<file path="src/rtl/ctr_pkg.sv">
// Shared types for the counter/timer channel: mode, gate type, clock
// source and the packed control word. Assumes a 9-bit control word.
package ctr_pkg;
    typedef enum logic [1:0] {
        MODE_COUNT   = 2'd0,
        MODE_UPDN    = 2'd1,
        MODE_ONESHOT = 2'd2,
        MODE_REPEAT  = 2'd3
    } ctr_mode_e;

    typedef enum logic [2:0] {
        GATE_SW   = 3'd0,
        GATE_HIGH = 3'd1,
        GATE_LOW  = 3'd2,
        GATE_RISE = 3'd3,
        GATE_FALL = 3'd4
    } gate_e;

    typedef enum logic [1:0] {
        CLK_INT  = 2'd0,
        CLK_EXT  = 2'd1,
        CLK_CASC = 2'd2
    } clk_src_e;

    typedef struct packed {
        logic      trig_en;
        clk_src_e  src;
        gate_e     gate;
        logic      pol_low;
        ctr_mode_e mode;
    } ctr_ctrl_t;

    localparam int CTRL_W = $bits(ctr_ctrl_t);
endpackage

</file>
<file path="src/rtl/ctr_sync_edge.sv">
// Optional synchroniser followed by a change detector.
// STAGES = 0 passes the input through, for sources already in the clk
// domain. Outputs the settled level and a one-cycle pulse on any change.
module ctr_sync_edge #(
    parameter int STAGES = 2
) (
    input  logic clk,
    input  logic rst_n,
    input  logic din,
    output logic level,
    output logic toggled
);
    logic prev_q;

    generate
        if (STAGES == 0) begin : g_direct
            assign level = din;
        end else begin : g_chain
            logic [STAGES-1:0] sh_q;
            // Shift the asynchronous input through the synchroniser chain
            always_ff @(posedge clk) begin
                if (!rst_n) sh_q <= '0;
                else        sh_q <= (sh_q << 1) | STAGES'(din);
            end
            assign level = sh_q[STAGES-1];
        end
    endgenerate

    // Remember the previous settled level for change detection
    always_ff @(posedge clk) begin
        if (!rst_n) prev_q <= 1'b0;
        else        prev_q <= level;
    end

    assign toggled = level ^ prev_q;
endmodule

</file>
<file path="src/rtl/ctr_gate_logic.sv">
// Interprets the settled gate according to the gate type. Produces the
// count enable, the up/down direction and the shot trigger. Purely
// combinational.
module ctr_gate_logic
    import ctr_pkg::*;
(
    input  gate_e gate_type,
    input  logic  g_level,
    input  logic  g_toggled,
    output logic  count_en,
    output logic  dir_up,
    output logic  trigger
);
    // Map gate type to enable, direction and trigger edge
    always_comb begin
        case (gate_type)
            GATE_HIGH, GATE_RISE: begin
                count_en = g_level;
                trigger  = g_level & g_toggled;
            end
            GATE_LOW, GATE_FALL: begin
                count_en = ~g_level;
                trigger  = ~g_level & g_toggled;
            end
            default: begin
                count_en = 1'b1;
                trigger  = 1'b1;
            end
        endcase
        dir_up = count_en;
    end
endmodule

</file>
<file path="src/rtl/ctr_core.sv">
// Counter datapath and shot state. Counts up toward rollover, spends one
// tick at zero, then reloads the start value. A start-register write
// outranks every other update; a control write re-arms and ends a shot.
module ctr_core
    import ctr_pkg::*;
#(
    parameter int WIDTH = 32
) (
    input  logic             clk,
    input  logic             rst_n,
    input  logic             period_wr,
    input  logic [WIDTH-1:0] period_data,
    input  logic [WIDTH-1:0] period_q,
    input  logic             ctrl_wr,
    input  logic             trig_en_new,
    input  ctr_mode_e        mode,
    input  logic             tick,
    input  logic             count_en,
    input  logic             dir_up,
    input  logic             trigger,
    output logic [WIDTH-1:0] cnt_q,
    output logic             busy_q,
    output logic             armed_q
);
    localparam logic [WIDTH-1:0] ONE = WIDTH'(1);

    logic at_zero;
    assign at_zero = (cnt_q == '0);

    // Advance, reload or load the counter and track the shot state
    always_ff @(posedge clk) begin
        if (!rst_n) begin
            cnt_q   <= '0;
            busy_q  <= 1'b0;
            armed_q <= 1'b0;
        end else begin
            if (period_wr) begin
                cnt_q  <= period_data;
                busy_q <= 1'b0;
            end else begin
                case (mode)
                    MODE_COUNT: begin
                        if (tick && count_en)
                            cnt_q <= at_zero ? period_q : cnt_q + ONE;
                    end
                    MODE_UPDN: begin
                        if (tick)
                            cnt_q <= dir_up ? cnt_q + ONE : cnt_q - ONE;
                    end
                    default: begin
                        if (busy_q) begin
                            if (tick) begin
                                if (at_zero) begin
                                    cnt_q  <= period_q;
                                    busy_q <= 1'b0;
                                    if (mode == MODE_ONESHOT) armed_q <= 1'b0;
                                end else begin
                                    cnt_q <= cnt_q + ONE;
                                end
                            end
                        end else if (armed_q && trigger) begin
                            busy_q <= 1'b1;
                        end
                    end
                endcase
            end
            if (ctrl_wr) begin
                armed_q <= trig_en_new;
                busy_q  <= 1'b0;
            end
        end
    end
endmodule

</file>
<file path="src/rtl/ctr_pulse_chan.sv">
// One counter/timer channel: holds the start, width and control registers,
// selects the tick source and forms the polarised pulse output.
// Assumes casc_clk_in already lies in the clk domain.
module ctr_pulse_chan
    import ctr_pkg::*;
#(
    parameter int WIDTH       = 32,
    parameter int SYNC_STAGES = 2
) (
    input  logic              clk,
    input  logic              rst_n,
    input  logic              ext_clk_in,
    input  logic              ext_gate_in,
    input  logic              casc_clk_in,
    input  logic              period_wr,
    input  logic [WIDTH-1:0]  period_data,
    input  logic              width_wr,
    input  logic [WIDTH-1:0]  width_data,
    input  logic              ctrl_wr,
    input  logic [CTRL_W-1:0] ctrl_data,
    output logic [WIDTH-1:0]  count_q,
    output logic              pulse_out,
    output logic [1:0]        status
);
    logic [WIDTH-1:0] period_q, width_q, cnt;
    ctr_ctrl_t        ctrl_q, ctrl_new;
    logic             ck_lvl, ck_tog, cs_lvl, cs_tog, g_lvl, g_tog;
    logic             tick, count_en, dir_up, trigger, busy, armed, active;
    ctr_mode_e        mode_w;
    logic             pol_w;

    assign ctrl_new = ctr_ctrl_t'(ctrl_data);
    assign mode_w   = ctrl_q.mode;
    assign pol_w    = ctrl_q.pol_low;

    // Hold the software-written start, width and control registers
    always_ff @(posedge clk) begin
        if (!rst_n) begin
            period_q <= '0;
            width_q  <= '0;
            ctrl_q   <= '0;
        end else begin
            if (period_wr) period_q <= period_data;
            if (width_wr)  width_q  <= width_data;
            if (ctrl_wr)   ctrl_q   <= ctrl_new;
        end
    end

    ctr_sync_edge #(.STAGES(SYNC_STAGES)) u_ext_clk (
        .clk(clk), .rst_n(rst_n), .din(ext_clk_in), .level(ck_lvl), .toggled(ck_tog));
    ctr_sync_edge #(.STAGES(0)) u_casc_clk (
        .clk(clk), .rst_n(rst_n), .din(casc_clk_in), .level(cs_lvl), .toggled(cs_tog));
    ctr_sync_edge #(.STAGES(SYNC_STAGES)) u_gate (
        .clk(clk), .rst_n(rst_n), .din(ext_gate_in), .level(g_lvl), .toggled(g_tog));

    // Pick the tick from the selected clock source
    always_comb begin
        case (ctrl_q.src)
            CLK_INT:  tick = 1'b1;
            CLK_EXT:  tick = ck_lvl & ck_tog;
            CLK_CASC: tick = cs_lvl & cs_tog;
            default:  tick = 1'b0;
        endcase
    end

    ctr_gate_logic u_gate_logic (
        .gate_type(ctrl_q.gate), .g_level(g_lvl), .g_toggled(g_tog),
        .count_en(count_en), .dir_up(dir_up), .trigger(trigger));

    ctr_core #(.WIDTH(WIDTH)) u_core (
        .clk(clk), .rst_n(rst_n),
        .period_wr(period_wr), .period_data(period_data), .period_q(period_q),
        .ctrl_wr(ctrl_wr), .trig_en_new(ctrl_new.trig_en), .mode(ctrl_q.mode),
        .tick(tick), .count_en(count_en), .dir_up(dir_up), .trigger(trigger),
        .cnt_q(cnt), .busy_q(busy), .armed_q(armed));

    // Output is active from the width match until the wrap to zero
    always_comb begin
        active = (cnt != '0) && (cnt >= width_q) &&
                 ((ctrl_q.mode == MODE_COUNT) ||
                  (((ctrl_q.mode == MODE_ONESHOT) || (ctrl_q.mode == MODE_REPEAT)) && busy));
    end

    assign pulse_out = active ^ ctrl_q.pol_low;
    assign count_q   = cnt;
    assign status    = {busy, armed};
endmodule

</file>
<file path="config.mk">
export PLATFORM = sky130hd
export DESIGN_NAME = ctr_pulse_chan
export DESIGN_NICKNAME = d
export VERILOG_FILES = /design/src/rtl/ctr_pkg.sv /design/src/rtl/ctr_sync_edge.sv /design/src/rtl/ctr_gate_logic.sv /design/src/rtl/ctr_core.sv /design/src/rtl/ctr_pulse_chan.sv
export SDC_FILE = /design/constraint.sdc
export NUM_CORES = 1
export LEC_CHECK = 0
export BUFFER_PORTS_ARGS = -buffer_cell sky130_fd_sc_hd__buf_2
export CORE_UTILIZATION = 51
export DETAILED_ROUTE_END_ITERATION = 10
export PLACE_DENSITY = 0.8
export SLEW_MARGIN = 25
export SYNTH_ARGS = -nofsm -noshare
export SYNTH_HDL_FRONTEND = slang
export SYNTH_SLANG_ARGS = --single-unit
</file>
<file path="constraint.sdc">
create_clock -name clk -period 2.9 [get_ports clk]
set_input_delay 0.29 -clock clk [delete_from_list [all_inputs] [get_ports clk]]
set_output_delay 0.29 -clock clk [all_outputs]
set_load 0.05 [all_outputs]
</file>
==> results.sh <==
export IMPL_failing_checks="setup timing"
export IMPL_tritoncts="yes"
export IMPL_period_minus_slack_ns=3.034
export IMPL_worstSetupEndpointType="primary output"
export IMPL_relSlewSlack_pct=36.30
export IMPL_yosys_area_share_adder_pct=6.083
export IMPL_synth_compound_gate_area_share_pct=20.44
export IMPL_timing_critical_path_fanout_max=2
export IMPL_clk_pin_slew_ns=0.05
export IMPL_drv_slew=0
export IMPL_num_nets_final=1134
export IMPL_static_leakage_power_nw=3.775
export IMPL_grt_setup_unrepaired="true"
export IMPL_synth_top_family_by_area="simple AND/OR/NAND/NOR gates"
export IMPL_power_density_cell_area_nw_per_um2=566.6
export IMPL_yosysWarnings=0
export IMPL_synthCells=887
export IMPL_clkLatencyLatePin_ns=0.43
export IMPL_final_min_period_over_clock_period_pct=104.6
export IMPL_timing_hold_worst_class="in -> reg"
export IMPL_hpwlAfterDp_um=15060
export IMPL_wl_per_cell_um=17.33
export IMPL_ys_seq_elements=113
export IMPL_core_area_um2=13830
export IMPL_overflow=0
export IMPL_floorplan_initialDensity_pct=52.07
export IMPL_totalWireLength_um=20970
export IMPL_post_layout_nonfiller_instances=1210
export IMPL_hold_buffers=0
export IMPL_antenna_cells=0
export IMPL_arrival_ns=2.74
export IMPL_tritoncts_num_buffers=17
export IMPL_yosys_most_used_dff="sky130_fd_sc_hd__dfxtp_1"
export IMPL_synth_net_count=1003
export IMPL_fp_dieW_um=120.8
export IMPL_final_hold_violation_count=0
export IMPL_detail_route_iter0_violations=586
export IMPL_antenna_violations_before_repair=0
export IMPL_clock_sinks=113
export IMPL_timing_final_setup_violations=1
export IMPL_clk_root_buffer_cell="sky130_fd_sc_hd__clkbuf_16"
export IMPL_ff2ff_path_depth=9
export IMPL_irDropWorstVdd_v=0.0004375
export IMPL_place_inst=1177
export IMPL_place_worst_setup_slack_ns=0.02434
export IMPL_final_layout_size_suffix_gt1_share_pct=23.98
export IMPL_crit_type="reg -> out"
export IMPL_drt_pass1_iterations=5
export IMPL_place_port_buffers=115
export IMPL_pin_count_of_the_biggest_net_entering_global_routing=58
export IMPL_number_of_global_route_vias_before_repair=6676
export IMPL_design_portCount=116
export IMPL_gp_routability_congestion=0.9185
export IMPL_max_freq_ghz=0.3296
export IMPL_outcome="complete, but fails checks"
export IMPL_grt_util_all_layers_pct=29.08
export IMPL_post_synth_and_or_nand_nor_area_fraction_pct=23.90
export IMPL_start_kind="register"
export IMPL_post_synth_instance_area_um2=7199
export IMPL_clock_skew_final_ns=0.01489
export IMPL_postPlaceCellArea_um2=8215
export IMPL_timing_critical_path_required_ns=2.61
export IMPL_viasPerCell=5.894
export IMPL_layout_filler_cells=1208
export IMPL_worstHoldPathCells=2
export IMPL_synth_edf_count=0
export IMPL_synth_lib_cells_used_distinct=72
export IMPL_drcViolationCount=0
export IMPL_syn_avg_cell_area_um2=8.117
export IMPL_cts_root_to_sink_buffers=2
export IMPL_commonest_cells_after_routing_fill_and_taps_aside="sky130_fd_sc_hd__buf_2 (114), sky130_fd_sc_hd__dfxtp_1 (106), sky130_fd_sc_hd__nand2_1 (80), sky130_fd_sc_hd__buf_4 (67), sky130_fd_sc_hd__mux2i_1 (62)"
export IMPL_htreeDepth=4
export IMPL_slew_at_the_pin_with_the_worst_max_slew_slack_ns=0.9555
export IMPL_area_growth_synth_to_final_pct=23.20
export IMPL_final_core_occ_pct=64.15
export IMPL_synth_xor_area_share_pct=3.163
export IMPL_timing_max_cap_violations=0
export IMPL_yosysSeqAreaShare_pct=31.42
export IMPL_floorplan_die_area_um2=14600
export IMPL_postLayoutSetupSlackWorst_ns=-0.1337
export IMPL_layout_cell_area_non_filler_um2=8870
export IMPL_synth_mux_area_fraction_pct=8.620
export IMPL_core_rowCount=43
export IMPL_detail_route_antenna_nets=0
export IMPL_num_vias=7132
export IMPL_grt_pass1_wl_um=33270
export IMPL_asyncSetResetFlopFracSynth_pct=0
export IMPL_chipHeight_um=120.8
export IMPL_layout_cells_most_common="sky130_fd_sc_hd__buf_2"
==> kinds of logic after synthesis <==
logic type | after synthesis
compound gates | 219
xor+xnor | 26
fa+ha+maj | 35
buf+inv | 112
flops | 113
mux | 62
simple gates | 320
==> worst paths after layout <==
kind                                     endpoint  slack [ns]                                 start
min reg2reg  u_ext_clk.g_chain.sh_q[1]$_SDFF_PN0_        0.44  u_ext_clk.g_chain.sh_q[0]$_SDFF_PN0_
max                                     pulse_out       -0.13          u_core.cnt_q[0]$_SDFFE_PN0P_
min             u_gate.g_chain.sh_q[0]$_SDFF_PN0_        0.07                           ext_gate_in
max reg2reg         u_core.cnt_q[23]$_SDFFE_PN0P_        0.19         u_core.cnt_q[15]$_SDFFE_PN0P_
==> sequential cells by signal, indices dropped and copies added, names as in the netlist <==
| name | count |
|---|---|
| period_q | 32 |
| u_core.cnt_q | 32 |
| width_q | 32 |
| ctrl_q | 5 |
| mode_w | 2 |
| u_ext_clk.g_chain.sh_q | 2 |
| u_gate.g_chain.sh_q | 2 |
| pol_w | 1 |
| u_casc_clk.prev_q | 1 |
| u_core.armed_q | 1 |
| u_core.busy_q | 1 |
| u_ext_clk.prev_q | 1 |
| u_gate.prev_q | 1 |
==> worst max-delay path, stage by stage, from the launching register on <==
cell and delay (ns):
sky130_fd_sc_hd__dfxtp_2 0.33, sky130_fd_sc_hd__inv_2 0.05, sky130_fd_sc_hd__ha_4 0.20, sky130_fd_sc_hd__nand2b_4 0.13, sky130_fd_sc_hd__a21o_1 0.16, sky130_fd_sc_hd__a211oi_2 0.17, sky130_fd_sc_hd__o21ai_1 0.09, sky130_fd_sc_hd__a211o_1 0.32
sky130_fd_sc_hd__a2111o_1 0.43, sky130_fd_sc_hd__nand3_2 0.13, sky130_fd_sc_hd__xnor2_2 0.12, sky130_fd_sc_hd__buf_6 0.18
==> synthesized netlist by cell type (all sizes together) (3+ instances only) <==
library cell  instances  area (um2)
a22o                  4       35.03
a21boi               24       180.2
and4                  5       43.79
inv                  41       153.9
a211oi               13       97.59
nor4                 14       108.9
or3                   8       56.31
xor2                  8       70.07
nor3b                 3       22.52
a221oi                5       56.31
nand3                28       140.1
o2111ai               4       35.03
nor2b                62       387.9
ha                   35       437.9
o21ai                51       255.2
a41oi                 5       43.79
o21a                  6       45.04
clkbuf               54       202.7
nand4                16       100.1
nand2b                5       31.28
xnor2                18       157.7
buf                  16       98.84
a21oi                45       229.0
o211ai               13       97.59
and2                 12       75.07
nor3                 23       120.1
and3                  7       43.79
nand2                80       300.3
a21o                  5       37.54
or4                   7       60.06
dfxtp               113        2262
nor2                 45       185.2
a31o                  4       35.04
mux2i                62       620.6
a31oi                13       81.33
o31ai                 6       45.04
==> layer usage <==
metal / global-route usage (%) / vias to the layer above / share of wire [%] / routed length (um)
met4: 12.27 / 0 / 2.9 / 613
met2: 46.70 / 317 / 46 / 9548
li1: - / 3445 / - / -
met1: 37.17 / 3324 / 44 / 9158
met3: 6.981 / 46 / 7.9 / 1652
met5: 0 / - / 0 / 0
==> what timing repair did <==
action / in CTS / in global routing
resized for setup: 10 / 3
setup buffers: 1 / 1
pin swaps: 7 / 4
setup endpoints to repair: 1 / 2
gates cloned: 0 / 0
==> power by group <==
group	switching [mW]	internal [mW]	total (mW)
clock network	0.740	1.32	2.06
registers	0.0761	1.66	1.74
logic	0.747	0.485	1.23
total	1.56	3.46	5.03
==> final cells by class <==
| type | count | area (um2) | share of cell area, % |
|---|---|---|---|
| inverters | 42 | 157.7 | 1.777 |
| clock buffers | 21 | 470.5 | 5.304 |
| repair buffers | 182 | 1085 | 12.23 |
| clock inverters | 10 | 110.1 | 1.241 |
| flip-flops and latches | 113 | 2271 | 25.60 |
| multi-input cells | 662 | 4551 | 51.30 |
| well taps | 180 | 225.2 | 2.539 |
==> metrics by stage <==
| stage | total power [mW] | hold slack [ns] | TNS (ns) |
|---|---|---|---|
| after floorplan | 2.563 | 0.4117 | 0 |
| after detailed placement | 2.946 | 0.4311 | 0 |
| after global routing | 5.225 | 0.06726 | -0.1783 |
| final | 5.025 | 0.06887 | -0.1337 |
| after global placement | 2.919 | 0.4141 | 0 |
| after CTS | 5.009 | 0.06879 | -0.1840 |
Note: power is estimated with default switching activity, not from simulation.
